### src/rtl/e1so_pkg.sv
// Shared configuration type for the E1 clock-slave receive output port.
// Assumes all configuration bits are quasi-static from the common clock's view.
package e1so_pkg;

    // Per-channel configuration, gathered from the top-level pins.
    typedef struct packed {
        logic rate_2x;     // common clock is twice the bit rate
        logic upd_second;  // in 2x mode update outputs on the second edge
        logic fp_ignore;   // ignore the common frame pulse
        logic sig_mode;    // multi-function output carries signaling
    } e1so_cfg_t;

endpackage

### src/rtl/e1so_timebase.sv
// Bit-period timing for one channel.
// It tracks which edge of a bit period the clock is on, and it counts
// the frame position. It also decides which edges update the outputs.
// Assumes the first clock edge after reset starts a bit period.
module e1so_timebase
    import e1so_pkg::*;
#(
    parameter int FRAME_BITS = 256,
    localparam int POS_W     = $clog2(FRAME_BITS)
) (
    input  logic             clk_i,
    input  logic             rst_ni,
    input  e1so_cfg_t        cfg_i,
    input  logic             cfp_i,
    output logic             first_edge_o,
    output logic             upd_edge_o,
    output logic [POS_W-1:0] load_pos_o
);

    localparam logic [POS_W-1:0] LAST_POS = POS_W'(FRAME_BITS - 1);

    logic             phase_q;  // 1: the next edge is the second of the bit period
    logic [POS_W-1:0] pos_q;    // position of the current bit period
    logic             take_fp;
    logic [POS_W-1:0] pos_adv;
    logic [POS_W-1:0] pos_d;

    // Classify the current edge, and choose the next position.
    always_comb begin
        first_edge_o = !cfg_i.rate_2x || !phase_q;
        take_fp      = first_edge_o && cfp_i && !cfg_i.fp_ignore;
        if (take_fp) begin
            pos_adv = '0;
        end else if (pos_q == LAST_POS) begin
            pos_adv = '0;
        end else begin
            pos_adv = pos_q + POS_W'(1);
        end
        pos_d        = first_edge_o ? pos_adv : pos_q;
        upd_edge_o   = !cfg_i.rate_2x || (phase_q == cfg_i.upd_second);
        load_pos_o   = pos_d;
    end

    // Alternate the phase in 2x mode. Hold it at "first" in 1x mode.
    always_ff @(posedge clk_i) begin
        if (!rst_ni) begin
            phase_q <= 1'b0;
        end else begin
            phase_q <= cfg_i.rate_2x ? ~phase_q : 1'b0;
        end
    end

    // Advance or realign the frame position on first edges.
    always_ff @(posedge clk_i) begin
        if (!rst_ni) begin
            pos_q <= LAST_POS;
        end else begin
            pos_q <= pos_d;
        end
    end

endmodule

### src/rtl/e1so_bitsel.sv
// Chooses the data, signaling and frame-pulse bits for a frame position.
// The logic is purely combinational.
// Assumes the slot width and slot count are powers of two. The signaling
// nibble fills the last SIG_BITS bit times of each slot.
module e1so_bitsel #(
    parameter int SLOTS     = 32,
    parameter int SLOT_BITS = 8,
    parameter int SIG_BITS  = 4,
    localparam int FRAME_BITS = SLOTS * SLOT_BITS,
    localparam int POS_W      = $clog2(FRAME_BITS),
    localparam int BIT_W      = $clog2(SLOT_BITS),
    localparam int SIG_W      = $clog2(SIG_BITS)
) (
    input  logic [POS_W-1:0]          pos_i,
    input  logic [FRAME_BITS-1:0]     frame_data_i,
    input  logic [SLOTS*SIG_BITS-1:0] frame_sig_i,
    output logic                      data_bit_o,
    output logic                      sig_bit_o,
    output logic                      fp_bit_o
);

    localparam logic [BIT_W-1:0] LAST_BIT  = BIT_W'(SLOT_BITS - 1);
    localparam logic [BIT_W-1:0] SIG_START = BIT_W'(SLOT_BITS - SIG_BITS);

    logic [SLOT_BITS-1:0] slot_bytes [SLOTS];
    logic [SIG_BITS-1:0]  slot_nibs  [SLOTS];
    logic [POS_W-BIT_W-1:0] slot_idx;
    logic [BIT_W-1:0]       bit_idx;
    logic [BIT_W-1:0]       msb_idx;
    logic [SIG_W-1:0]       sig_idx;
    logic [SLOT_BITS-1:0]   cur_byte;
    logic [SIG_BITS-1:0]    cur_nib;

    // Split the flat frame vectors into per-slot fields.
    for (genvar s = 0; s < SLOTS; s++) begin : g_slot
        assign slot_bytes[s] = frame_data_i[s*SLOT_BITS +: SLOT_BITS];
        assign slot_nibs[s]  = frame_sig_i[s*SIG_BITS +: SIG_BITS];
    end

    // Select the slot and bit, MSB first, and gate signaling to its window.
    always_comb begin
        slot_idx   = pos_i[POS_W-1:BIT_W];
        bit_idx    = pos_i[BIT_W-1:0];
        msb_idx    = LAST_BIT - bit_idx;
        sig_idx    = SIG_W'(msb_idx);
        cur_byte   = slot_bytes[slot_idx];
        cur_nib    = slot_nibs[slot_idx];
        data_bit_o = cur_byte[msb_idx];
        sig_bit_o  = (bit_idx >= SIG_START) ? cur_nib[sig_idx] : 1'b0;
        fp_bit_o   = (pos_i == '0);
    end

endmodule

### src/rtl/e1so_outreg.sv
// Output registers for data, frame pulse and the multi-function pin.
// Data, frame pulse and signaling load only on update edges.
// The reference clock register steps on every edge.
// Assumes first_edge_i and upd_edge_i come from the timebase for this edge.
module e1so_outreg
    import e1so_pkg::*;
(
    input  logic      clk_i,
    input  logic      rst_ni,
    input  e1so_cfg_t cfg_i,
    input  logic      first_edge_i,
    input  logic      upd_edge_i,
    input  logic      data_bit_i,
    input  logic      sig_bit_i,
    input  logic      fp_bit_i,
    output logic      rsd_o,
    output logic      rfp_o,
    output logic      aux_o
);

    logic rsd_q;
    logic rfp_q;
    logic sig_q;
    logic ref_q;

    // Load the selected bits on update edges only.
    always_ff @(posedge clk_i) begin
        if (!rst_ni) begin
            rsd_q <= 1'b0;
            rfp_q <= 1'b0;
            sig_q <= 1'b0;
        end else if (upd_edge_i) begin
            rsd_q <= data_bit_i;
            rfp_q <= fp_bit_i;
            sig_q <= sig_bit_i;
        end
    end

    // Reference clock: toggles at 1x, and is high after first edges at 2x.
    always_ff @(posedge clk_i) begin
        if (!rst_ni) begin
            ref_q <= 1'b0;
        end else begin
            ref_q <= cfg_i.rate_2x ? first_edge_i : ~ref_q;
        end
    end

    // Drive the pins. The multi-function pin follows the mode bit.
    always_comb begin
        rsd_o = rsd_q;
        rfp_o = rfp_q;
        aux_o = cfg_i.sig_mode ? sig_q : ref_q;
    end

endmodule

### src/rtl/e1_slave_rx_port.sv
// E1 clock-slave receive output port, top level.
// It serialises a presented frame onto the backplane, using the system
// common clock (1x or 2x) and the common frame pulse.
// Assumes frame_data_i and frame_sig_i are stable around each update edge.
module e1_slave_rx_port
    import e1so_pkg::*;
#(
    parameter int SLOTS     = 32,
    parameter int SLOT_BITS = 8,
    parameter int SIG_BITS  = 4,
    localparam int FRAME_BITS = SLOTS * SLOT_BITS,
    localparam int POS_W      = $clog2(FRAME_BITS)
) (
    input  logic                      clk_i,
    input  logic                      rst_ni,
    input  logic                      rate_2x_i,
    input  logic                      upd_second_i,
    input  logic                      fp_ignore_i,
    input  logic                      sig_mode_i,
    input  logic                      cfp_i,
    input  logic [FRAME_BITS-1:0]     frame_data_i,
    input  logic [SLOTS*SIG_BITS-1:0] frame_sig_i,
    output logic                      rsd_o,
    output logic                      rfp_o,
    output logic                      aux_o
);

    e1so_cfg_t        cfg;
    logic             first_edge;
    logic             upd_edge;
    logic [POS_W-1:0] load_pos;
    logic             data_bit;
    logic             sig_bit;
    logic             fp_bit;

    // Gather the configuration pins into one struct.
    always_comb begin
        cfg.rate_2x    = rate_2x_i;
        cfg.upd_second = upd_second_i;
        cfg.fp_ignore  = fp_ignore_i;
        cfg.sig_mode   = sig_mode_i;
    end

    e1so_timebase #(
        .FRAME_BITS (FRAME_BITS)
    ) u_timebase (
        .clk_i        (clk_i),
        .rst_ni       (rst_ni),
        .cfg_i        (cfg),
        .cfp_i        (cfp_i),
        .first_edge_o (first_edge),
        .upd_edge_o   (upd_edge),
        .load_pos_o   (load_pos)
    );

    e1so_bitsel #(
        .SLOTS     (SLOTS),
        .SLOT_BITS (SLOT_BITS),
        .SIG_BITS  (SIG_BITS)
    ) u_bitsel (
        .pos_i        (load_pos),
        .frame_data_i (frame_data_i),
        .frame_sig_i  (frame_sig_i),
        .data_bit_o   (data_bit),
        .sig_bit_o    (sig_bit),
        .fp_bit_o     (fp_bit)
    );

    e1so_outreg u_outreg (
        .clk_i        (clk_i),
        .rst_ni       (rst_ni),
        .cfg_i        (cfg),
        .first_edge_i (first_edge),
        .upd_edge_i   (upd_edge),
        .data_bit_i   (data_bit),
        .sig_bit_i    (sig_bit),
        .fp_bit_i     (fp_bit),
        .rsd_o        (rsd_o),
        .rfp_o        (rfp_o),
        .aux_o        (aux_o)
    );

endmodule

### config.mk
export PLATFORM = sky130hd
export DESIGN_NAME = e1_slave_rx_port
export DESIGN_NICKNAME = d
export VERILOG_FILES = /design/src/rtl/e1so_pkg.sv /design/src/rtl/e1so_timebase.sv /design/src/rtl/e1so_bitsel.sv /design/src/rtl/e1so_outreg.sv /design/src/rtl/e1_slave_rx_port.sv
export SDC_FILE = /design/constraint.sdc
export NUM_CORES = 1
export LEC_CHECK = 0
export ABC_AREA = 1
export BUFFER_PORTS_ARGS = -buffer_cell sky130_fd_sc_hd__buf_2
export CORE_AREA = 2 2 151 153
export CTS_CLUSTER_DIAMETER = 150
export DETAILED_ROUTE_END_ITERATION = 8
export DIE_AREA = 0 0 153 155
export PLACE_DENSITY = 0.59
export REMOVE_ABC_BUFFERS = 1
export SLEW_MARGIN = 20
export SYNTH_ARGS = -nofsm -noshare
export SYNTH_HDL_FRONTEND = slang
export SYNTH_SLANG_ARGS = --single-unit
export TNS_END_PERCENT = 50
### constraint.sdc
create_clock -name clk_i -period 3 [get_ports clk_i]
set_input_delay 0 -clock clk_i [delete_from_list [all_inputs] [get_ports clk_i]]
set_output_delay 0 -clock clk_i [all_outputs]
set_load 0.1 [all_outputs]
==> run_results.csv <==
group,metric,value,unit
critical_path,start_kind,"flop",
pwr,p_per_area,542,nW/um^2
logic_synthesis,yosysSeqAreaShare,0.0481,
cells_and_area,area_growth,42.5,%
sta,skew,0.00502,ns
logic_synthesis,ys_ff_latch,13,
logic_synthesis,syn_avg_cell_area,4.73,um^2
grt,grt_antenna_before_repair,6,
cts,clkSinkCount,13,
worst_hold_path,hp-class,"in2reg",
outcome,status,"finished, final reports clean",
grt,grt_overflow_total,0,
cells_and_area,drive_gt1_frac,0.306,
critical_path,endpoint_kind,"flop",
cts,htree_num_levels,1,
floorplan,core-area,22200,um^2
detailed_routing,dr.pass1.iters,5,
placement,port_buffers,393,
logic_synthesis,mappedNetlistArea,5410,um^2
detailed_routing,via_count,8427,
critical_path,path_class,"reg2reg",
cells_and_area,final_area,7720,um^2
detailed_routing,routed_wl,27300,um
logic_synthesis,syn_inst,1145,
detailed_routing,ant_nets,0,
pwr,total_power,0.00418,W
pwr,power.leakage,4.83,nW
floorplan,die_x,153,um
pwr,peakVddDrop,0.262,mV
grt,grt_pass1_vias,7954,
logic_synthesis,yosysWarnings,0,
floorplan,std_cell_rows,55,
placement,placed_area,7610,um^2
detailed_routing,drt_iter0_drc,576,
detailed_routing,wl_per_cell,15.3,um
cts,cts_tree,"yes",
sta,tightestPinTransition,0.760,ns
cts,cts_root_buf,"clkbuf_16",
floorplan,die_h,155,um
detailed_routing,via_per_inst,4.72,
grt,grt_pass1_wl,41700,um
floorplan,ios,394,
sta,fin_crit_sh,0.915,
grt,grt_max_degree,74,
cts,clkTransAtPathRegs,0.05,ns
detailed_routing,post-route-drc-count,0,
cts,insertion_delay,0.24,ns
sta,slew_viol_final,0,
worst_hold_path,whs_path_depth,3,
logic_synthesis,netlist.area_leader.share,0.320,
critical_path,critPathMaxFanout,53,
floorplan,start_util,0.244,
flow_run,drv_cap,0,
placement,globalplace.congestion,0.859,
cells_and_area,final_nets,1888,
floorplan,dieArea,23700,um^2
cts,cts_buffers,3,
cts,postCtsSetupBuffers,0,
sta,relSlewSlack,0.488,
sta,setup_violations,0,
sta,finalCriticalPeriod,2.74,ns
critical_path,worstPathRequired,3.13,ns
critical_path,cp_data_arrival_time,2.88,ns
logic_synthesis,synth_cell_types,33,
logic_synthesis,yosysTopAreaCell,"nand2_1",
cts,clk_path_buf_depth,2,
placement,dp_hpwl,21300,um
grt,track_usage,0.216,
logic_synthesis,ys_top_cells_by_area,"nand2_1 (32%), nand3_1 (25%), inv_1 (12%), dfxtp_1 (4.8%), buf_2 (3.4%)",
sta,finalHoldViolations,0,
critical_path,reg2reg_depth,21,
sta,fmax,0.364,GHz
cts,holdBufCountCts,0,
-- metal layers --
metal  wire (um)  up-vias  GRT usage
met3        1700       48     0.0240
met1       11500     3718      0.269
met2       13200      368      0.387
li1            -     4289          -
met4         803        4     0.0745
met5          27        -          0
-- layout by cell type, fill, tap and decap left out --
cell type	count
o221ai_1	1
ha_1	1
nand3b_1	22
o211ai_1	4
buf_2	393
o211ai_2	1
or2_2	9
inv_1	167
or2_1	2
nand4_1	9
a22oi_1	2
clkbuf_1	1
buf_6	1
a21oi_1	30
buf_12	11
nand2_4	5
nor3_1	1
buf_8	1
xor2_1	1
nand3_1	274
inv_2	4
diode_2	4
clkbuf_16	3
nor4_1	1
nand2_8	1
nor2_1	25
nand2_2	4
nor2_4	2
o21ai_1	7
o21ai_0	8
dfxtp_1	13
nand3_4	1
o22ai_1	6
a31o_2	1
nor2_2	2
nand2_1	462
buf_4	19
-- final cells by class --
type,count,area [um^2]
sequential,13,260
inverter,171,642
timing repair buffer,425,2360
multi-input combinational,882,4010
antenna,4,10.0
clock buffer,4,78.8
fill,2626,14500
tap,285,357
-- final timing paths --
path	slack (ns)	startpoint	to
hold / removal	0.04	rate_2x_i	u_timebase.phase_q$_SDFF_PN0_
hold reg to reg	0.48	u_timebase.phase_q$_SDFF_PN0_	u_timebase.phase_q$_SDFF_PN0_
setup / recovery	0.26	u_timebase.pos_q[0]$_SDFF_PN1_	u_outreg.rsd_o$_SDFFE_PN0P_
setup reg to reg	0.26	u_timebase.pos_q[0]$_SDFF_PN1_	u_outreg.rsd_o$_SDFFE_PN0P_
-- report_power, final --
| part | switching [W] | internal [W] | total, W |
|---|---|---|---|
| sequential | 0.0000297 | 0.000201 | 0.000231 |
| combinational | 0.00236 | 0.00134 | 0.00370 |
| clock | 0.0000735 | 0.000179 | 0.000253 |
-- sequential cells by signal, indices dropped and copies added (netlist names) --
| name | count |
|---|---|
| u_timebase.phase_q | 1 |
| u_outreg.ref_q | 1 |
| u_timebase.pos_q | 8 |
| u_outreg.rfp_o | 1 |
| u_outreg.rsd_o | 1 |
| u_outreg.sig_q | 1 |
-- per-stage QoR --
step                utilization  TNS [ns]  hold WS [ns]  std cells  setup slack [ns]
finish                    0.347         0        0.0391       1784             0.256
global placement          0.342         0         0.289       1775             0.254
global route              0.347  -0.00763        0.0499       1784          -0.00763
CTS                       0.346         0        0.0406       1779             0.255
floorplan                     -     -5.25        0.0692       1065             -2.66
detailed placement        0.342         0         0.289       1775             0.269
-- synth_stat cells --
cell	n
inv_1	167
buf_2	37
ha_1	1
nand2_2	5
nor2_2	2
buf_6	13
a31o_2	1
inv_2	4
nand3_4	1
nor3_1	1
clkbuf_1	6
nand3b_1	22
o21ai_0	8
nor2_1	27
xor2_1	1
nand2_1	462
o221ai_1	1
buf_4	22
or2_2	9
or2_1	2
o211ai_2	1
buf_1	1
a21oi_1	30
nand2_4	4
o211ai_1	4
o21ai_1	7
dfxtp_1	13
o22ai_1	6
nand3_1	274
buf_8	1
nand4_1	9
a22oi_1	2
nor4_1	1
-- timing repair --
item,CTS,global route
setup endpoints to repair,0,1
endpoints found under the hold margin,0,0
gates resized for setup,0,3
-- worst max-delay path, stage by stage (launching register included) --
cell,delay (ns)
dfxtp_1,0.31
ha_1,0.22
nand2_1,0.11
nor2_2,0.06
nand2_1,0.10
nand2_2,0.08
nand2_4,0.19
nand3_4,0.22
inv_2,0.12
buf_12,0.26
buf_4,0.20
nand3_1,0.07
nand3_1,0.07
nand2_1,0.07
nand2_1,0.09
nand3_1,0.07
nand2_1,0.08
nor2_1,0.04
nand2_1,0.05
nand2_1,0.05
nor2_1,0.09
nor2_1,0.05
-- kinds of logic after synthesis --
kind of cell,after synthesis,share of synthesized area
AND/OR/NAND/NOR,819,0.668
buffers and inverters,251,0.218
AO/OA/AOI/OAI,60,0.0624
flip-flops,13,0.0481
XOR/XNOR,1,0.00162
adder cells (fa/ha/maj),1,0.00231
(Power assumes the default switching activity.)
